<file path="src/rtl/blk_chk_pkg.sv">
// Package: shared types for the column-wise block check generator.
// Assumes nothing beyond the parameters given to the top module.
package blk_chk_pkg;

    // Top-level phase of one block.
    typedef enum logic [1:0] {
        ST_COLLECT = 2'd0,   // taking data words
        ST_EMIT    = 2'd1,   // offering check words
        ST_DONE    = 2'd2    // block finished, waiting for start
    } phase_t;

endpackage

</file>
<file path="src/rtl/blk_col_seq.sv">
// Module: blk_col_seq
// Produces the code column for the next expected data position. The column
// starts at the smallest odd-weight value with weight of at least three, and
// each advance moves to the next larger value of that kind. Assumes that
// successive qualifying values are never more than LOOKAHEAD apart, which
// holds for the nine-bit code (the widest gap, around 0x100, is five).
module blk_col_seq #(
    parameter int CHK_N     = 9,
    parameter int LOOKAHEAD = 8
) (
    input  logic             clk,
    input  logic             rst_n,
    input  logic             clear,
    input  logic             advance,
    output logic [CHK_N-1:0] col
);

    localparam logic [CHK_N-1:0] FIRST_COL = CHK_N'(7);

    logic [CHK_N-1:0] nxt_col;
    logic [CHK_N-1:0] cand [LOOKAHEAD];
    logic [LOOKAHEAD-1:0] qual;

    // Candidate values col+1 .. col+LOOKAHEAD and their eligibility.
    for (genvar k = 0; k < LOOKAHEAD; k++) begin : g_cand
        assign cand[k] = col + CHK_N'(k + 1);
        assign qual[k] = (^cand[k]) && ($countones(cand[k]) >= 3);
    end

    // Pick the nearest eligible candidate, or hold if none.
    always_comb begin
        nxt_col = col;
        for (int k = LOOKAHEAD - 1; k >= 0; k--) begin
            if (qual[k]) nxt_col = cand[k];
        end
    end

    // Column register: restarts on clear, steps on each accepted word.
    always_ff @(posedge clk) begin
        if (!rst_n || clear) col <= FIRST_COL;
        else if (advance)    col <= nxt_col;
    end

endmodule

</file>
<file path="src/rtl/blk_chk_acc.sv">
// Module: blk_chk_acc
// Bank of one accumulator per check word. On each enabled cycle, every
// accumulator whose bit is set in the current column is XORed with the whole
// data word, so that all bit columns are encoded in parallel. Assumes that
// the caller enables it only for in-order data words.
module blk_chk_acc #(
    parameter int DATA_W = 32,
    parameter int CHK_N  = 9
) (
    input  logic              clk,
    input  logic              rst_n,
    input  logic              clear,
    input  logic              en,
    input  logic [CHK_N-1:0]  col,
    input  logic [DATA_W-1:0] data,
    output logic [DATA_W-1:0] acc [CHK_N]
);

    for (genvar i = 0; i < CHK_N; i++) begin : g_acc
        // Accumulator i: cleared at block start, folds in words covering check i.
        always_ff @(posedge clk) begin
            if (!rst_n || clear)   acc[i] <= '0;
            else if (en && col[i]) acc[i] <= acc[i] ^ data;
        end
    end

endmodule

</file>
<file path="src/rtl/blk_chk_emit.sv">
// Module: blk_chk_emit
// Steps through the check words in ascending order, one per step, and
// applies the storage inversion mask as each word is presented. Assumes
// that step is asserted only while a word is being offered.
module blk_chk_emit #(
    parameter int               DATA_W   = 32,
    parameter int               CHK_N    = 9,
    parameter logic [CHK_N-1:0] INV_MASK = CHK_N'(9'h062)
) (
    input  logic                     clk,
    input  logic                     rst_n,
    input  logic                     clear,
    input  logic                     step,
    input  logic [DATA_W-1:0]        acc [CHK_N],
    output logic [$clog2(CHK_N)-1:0] sel,
    output logic                     last,
    output logic [DATA_W-1:0]        word
);

    localparam int SEL_W = $clog2(CHK_N);

    assign last = (sel == SEL_W'(CHK_N - 1));

    // Check-word counter: restarts on clear, moves on each taken word.
    always_ff @(posedge clk) begin
        if (!rst_n || clear)  sel <= '0;
        else if (step && !last) sel <= sel + 1'b1;
    end

    // Output mux with per-word complement.
    always_comb begin
        word = '0;
        for (int i = 0; i < CHK_N; i++) begin
            if (sel == SEL_W'(i)) word = acc[i] ^ {DATA_W{INV_MASK[i]}};
        end
    end

endmodule

</file>
<file path="src/rtl/blk_chk_gen.sv">
// Module: blk_chk_gen (top)
// Computes the check words of one memory block whose bit columns are each
// protected by a modified Hamming code. Takes the data words in position
// order, rejects words with an unexpected position, and then offers the
// check words in order. Assumes that the consumer stores check word i at
// position DATA_N + i.
module blk_chk_gen
    import blk_chk_pkg::*;
#(
    parameter int               DATA_W    = 32,
    parameter int               CHK_N     = 9,
    parameter int               BLK_WORDS = 256,
    parameter logic [CHK_N-1:0] INV_MASK  = CHK_N'(9'h062),
    parameter int               IDX_W     = $clog2(BLK_WORDS),
    parameter int               SEL_W     = $clog2(CHK_N)
) (
    input  logic              clk,
    input  logic              rst_n,
    input  logic              start,
    input  logic              in_valid,
    output logic              in_ready,
    input  logic [IDX_W-1:0]  in_idx,
    input  logic [DATA_W-1:0] in_data,
    output logic              out_valid,
    input  logic              out_ready,
    output logic [SEL_W-1:0]  out_sel,
    output logic [DATA_W-1:0] out_word,
    output logic              idx_err
);

    localparam int DATA_N = BLK_WORDS - CHK_N;

    phase_t            phase;
    logic [IDX_W-1:0]  exp_idx;
    logic [CHK_N-1:0]  col;
    logic [DATA_W-1:0] acc [CHK_N];
    logic              in_hs, good_hs, bad_hs, out_hs, last_sel;

    assign in_ready  = (phase == ST_COLLECT);
    assign out_valid = (phase == ST_EMIT);
    assign in_hs     = in_valid && in_ready;
    assign good_hs   = in_hs && (in_idx == exp_idx) && !start;
    assign bad_hs    = in_hs && (in_idx != exp_idx) && !start;
    assign out_hs    = out_valid && out_ready && !start;

    blk_col_seq #(
        .CHK_N     (CHK_N),
        .LOOKAHEAD (8)
    ) u_col (
        .clk     (clk),
        .rst_n   (rst_n),
        .clear   (start),
        .advance (good_hs),
        .col     (col)
    );

    blk_chk_acc #(
        .DATA_W (DATA_W),
        .CHK_N  (CHK_N)
    ) u_acc (
        .clk   (clk),
        .rst_n (rst_n),
        .clear (start),
        .en    (good_hs),
        .col   (col),
        .data  (in_data),
        .acc   (acc)
    );

    blk_chk_emit #(
        .DATA_W   (DATA_W),
        .CHK_N    (CHK_N),
        .INV_MASK (INV_MASK)
    ) u_emit (
        .clk   (clk),
        .rst_n (rst_n),
        .clear (start),
        .step  (out_hs),
        .acc   (acc),
        .sel   (out_sel),
        .last  (last_sel),
        .word  (out_word)
    );

    // Block phase, expected position and sticky position error.
    always_ff @(posedge clk) begin
        if (!rst_n || start) begin
            phase   <= ST_COLLECT;
            exp_idx <= '0;
            idx_err <= 1'b0;
        end else begin
            if (bad_hs) idx_err <= 1'b1;
            case (phase)
                ST_COLLECT: if (good_hs) begin
                    exp_idx <= exp_idx + 1'b1;
                    if (exp_idx == IDX_W'(DATA_N - 1)) phase <= ST_EMIT;
                end
                ST_EMIT:    if (out_hs && last_sel) phase <= ST_DONE;
                default:    phase <= ST_DONE;
            endcase
        end
    end

endmodule

</file>
<file path="config.mk">
export PLATFORM = sky130hd
export DESIGN_NAME = blk_chk_gen
export DESIGN_NICKNAME = d
export VERILOG_FILES = /design/src/rtl/blk_chk_pkg.sv /design/src/rtl/blk_col_seq.sv /design/src/rtl/blk_chk_acc.sv /design/src/rtl/blk_chk_emit.sv /design/src/rtl/blk_chk_gen.sv
export SDC_FILE = /design/constraint.sdc
export NUM_CORES = 1
export LEC_CHECK = 0
export BUFFER_PORTS_ARGS = -buffer_cell sky130_fd_sc_hd__buf_2
export CAP_MARGIN = 40
export CORE_MARGIN = 3
export CORE_UTILIZATION = 40
export DETAILED_ROUTE_END_ITERATION = 7
export RECOVER_POWER = 50
export SLEW_MARGIN = 5
export SYNTH_ARGS = -nofsm -noshare
export SYNTH_HDL_FRONTEND = slang
export SYNTH_SLANG_ARGS = --single-unit
</file>
<file path="constraint.sdc">
create_clock -name clk -period 4.65 [get_ports clk]
set_input_delay 0.2325 -clock clk [delete_from_list [all_inputs] [get_ports clk]]
set_output_delay 0.2325 -clock clk [all_outputs]
set_load 0.005 [all_outputs]
</file>
==> results.py <==
metrics = {
    "clocking": {
        "clock_sinks": 312,
        "cts-root-buf": "clkbuf_16",
        "htreeDepth": 2,
        "cts_tree": "built",
        "cts_made_buffers": 36,
        "clock_latency_ns": 0.53,
        "cts_buffer_depth": 3,
        "holdBufCountCts": 0,
        "path_clk_slew_ns": 0.06,
    },
    "synth": {
        "synth_edf_count": 0,
        "avgSynthCellArea_sq_um": 7.966,
        "synth-seq-cells": 312,
        "syn_inst": 2220,
        "syn_nets": 2364,
        "synthArstFlopShare_pct": 0,
        "yosys_warnings": 0,
        "ys_seq_area_share_pct": 35.32,
        "ys_types": 72,
        "syn_area_sq_um": 17680,
        "synth_flop_cell": "dfxtp_1",
    },
    "detailed_routing": {
        "routed_via_density": 5.091,
        "wire_per_inst_um": 17.78,
        "wl_met2_um": 24560,
        "highest_layer": "met5",
        "wl_met3_um": 2792,
        "first_pass_iters": 5,
        "antenna_left": 0,
        "drc_errors": 0,
        "drt-total-wl_um": 52180,
        "drt-met1-wl_um": 23580,
        "num_vias": 14941,
        "drtIter0Drc": 908,
    },
    "hold_path": {
        "worstHoldPathCells": 3,
        "hold_class": "in2reg",
    },
    "sta": {
        "fin_crit_sh_pct": 99.02,
        "maxSlewViolCount": 35,
        "rsz0062_at_grt": "yes",
        "relSlewSlack_pct": -60.31,
        "layout_min_cycle_time_ns": 4.604,
        "max_slew.worst_pin.slew_ns": 2.405,
        "fin_skew_ns": 0.02801,
        "fmax_ghz": 0.2172,
        "setup_viol_count_final": 0,
        "hold_viol_final": 0,
        "fin_ws_ns": 0.04564,
    },
    "pwr": {
        "leakagePower_uw": 0.008506,
        "seq_power_share_pct": 47.3,
        "p_comb_share_pct": 2.1,
        "p_clk_share_pct": 50.5,
        "power_density_nw_per_um2": 267.6,
        "swShare_pct": 21.91,
        "ir_drop_mv": 0.2853,
        "power.switching_uw": 1237,
        "p_int_uw": 4406,
    },
    "floorplan": {
        "die_height_um": 216.3,
        "core_area_sq_um": 43360,
        "fp-row-count": 76,
        "die_area_sq_um": 46770,
        "io_pins": 84,
        "fp.dieW_um": 216.3,
        "start_util_pct": 40.78,
    },
    "placed_design": {
        "hpwl_um": 34650,
        "numPortBuffers": 83,
        "dp.cells": 2856,
        "gp_congestion": 0.9620,
        "dpl_worst_slack_ns": -0.3325,
        "dpl-instance-area_sq_um": 19290,
    },
    "worst_setup_path": {
        "timing.critical_path.to_type": "register",
        "critical_path_class": "reg2reg",
        "path_max_fanout": 5,
        "r2r_cells": 22,
        "cp_common_cell": "fa_1",
        "crit_path_cell_trace": "buf_8 > ha_4 > a21oi_4 > nor2_1 > xor2_1 > ha_2 > fa_1 > inv_1 > fa_1 > inv_1 > ha_2 > fa_1 > nor2_2 > o21ai_1 > nand2_1 > a221oi_2 > o22ai_2 > nor3b_2 > o22ai_1 > a31oi_1 > o221ai_2 > o21ai_1",
        "slowest_delay_ns": 0.50,
        "crit_path_start_kind": "register",
        "arrival_ns": 5.05,
        "cp.required_ns": 5.09,
        "cp_slowest_cell": "fa_1",
    },
    "run": {
        "cap_violations": 1,
    },
    "grt": {
        "grt_max_degree": 180,
        "grt-ovfl-total": 0,
        "grt_usage_pct": 22.04,
        "grt_pass1_wl_um": 83590,
        "grt_pass1_vias": 14964,
        "antenna_found_initial": 2,
    },
    "layout": {
        "nets": 2469,
        "diodes": 0,
        "drive_above_1_share_pct": 16.94,
        "fin_cells": 2935,
        "area_growth_pct": 19.25,
        "postLayoutCellArea_sq_um": 21090,
    },
    "run_status": {
        "violations": "max-capacitance violations, max-slew violations",
        "outcome": "finished with violations",
    },
}
-- cell type report --
class / instances / area, sq um
clock buffers: 51 / 1027
clock inverters: 12 / 152.6
fillers: 4193 / 22270
inverters: 57 / 226.5
multi-input cells: 1681 / 11010
flip-flops and latches: 312 / 6262
well taps: 585 / 732.0
repair buffers: 237 / 1674
-- logic make-up (layout without fill, tap and decap cells) --
kind of cell / count (synthesis) / count (layout) / synth area share (%)
adders and majority gates: 99 / 99 / 8.702
and+or+nand+nor: 913 / 913 / 20.75
AOI/OAI and AO/OA: 285 / 285 / 10.67
xor gates and xnor gates: 380 / 380 / 19.28
buffers and inverters: 227 / 357 / 5.052
DFF: 312 / 312 / 35.32
muxes: 4 / 4 / 0.2264
-- timing repair --
item | CTS | global route
resized for setup | 49 | 82
pin swaps | 12 | 27
buffers inserted | 5 | 12
setup endpoints to repair | 9 | 9
endpoints found under the hold margin | 0 | 0
-- path summary, 6_finish.rpt --
path                            slack (ns)           end    startpoint
worst max-delay path                  0.05  u_col.col[8]  u_col.col[3]
worst min-delay path                  0.02       idx_err      in_valid
worst max register to register        0.05  u_col.col[8]  u_col.col[3]
worst min register to register        0.48       idx_err       idx_err
-- cells in the final DEF, fill, tap and decap left out, drive strengths merged, types with 5 or more instances in the layout --
master,synthesis,layout
nor2,442,442
nand2,396,396
xor2,327,327
dfxtp,312,312
buf,32,225
a21oi,118,118
clkbuf,138,63
ha,59,59
inv,57,58
xnor2,49,49
fa,40,40
o211ai,36,36
o221ai,33,33
a22oi,32,32
o21ai,22,22
nand3,21,21
and2,15,15
a211oi,8,8
clkinv,0,7
or2,7,7
a221oi,7,7
nand2b,6,6
o22ai,5,5
nand4,5,5
-- flip-flops by register name (all words and copies together), names as in the netlist --
name and flops:
u_acc.acc 288, idx_err 1, phase 2, u_col.col 9, exp_idx 8, u_emit.sel 4
-- stage by stage --
stage	power [uW]	TNS (ns)	utilization, %	hold WS (ns)
3_5_place_dp	2851	-1.757	44.48	0.4698
2_1_floorplan	2810	0	-	0.4170
6_report	5643	0	48.64	0.02335
4_1_cts	5700	-0.01987	47.65	0.01122
3_3_place_gp	2849	-1.371	44.37	0.4595
5_1_grt	5814	-0.3699	48.64	0.04827
-- critical path, delay by kind of cell, from the launching register on --
family | cells | cell delay [ns]
simple gates | 4 | 0.44
xor+xnor | 1 | 0.16
buf+inv | 3 | 0.23
flops | 1 | 0.38
fa+ha+maj | 6 | 2.02
compound gates | 8 | 1.28
-- Yosys cell counts, drive strengths merged, types with 2 or more instances --
cell       n  area (sq um)
a2111oi    2         17.52
a211o      2         17.52
a211oi     8         60.06
a21oi    118         594.3
a221oi     7         61.31
a22oi     32         240.2
a311oi     2         17.52
a31oi      2         12.51
and2      15         93.84
and3       4         25.02
buf       32         161.4
clkbuf   138         518.0
dfxtp    312          6246
fa        40         800.8
ha        59         738.2
inv       57         214.0
mux2i      4         40.04
nand2    396          1486
nand2b     6         37.54
nand3     21         122.6
nand4      5         46.29
nor2     442          1703
nor2b      4         25.02
nor3       3         15.01
nor4       2         12.51
o211ai    36         270.3
o21ai     22         113.9
o221ai    33         289.0
o22ai      5         31.28
o311ai     2         17.52
o31a       2         26.28
o31ai      2         28.78
or2        7         43.79
or3        4         25.02
xnor2     49         429.2
xnor3      4         90.09
xor2     327          2890
-- routing by layer --
metal	vias up	global-route usage [%]
li1	7291	-
met1	7186	29.82
met2	372	37.48
met3	88	2.790
met4	4	5.450
met5	-	0
-- power by group through the flow --
stage,sequential (uW),combinational (uW),clock [uW]
finish,2670,120,2850
global route,2670,132,3010
CTS,2670,119,2910
detailed placement,2730,119,0
global placement,2730,116,0
floorplan,2730,77.3,0
No activity file was read; power rests on OpenSTA's default activity.
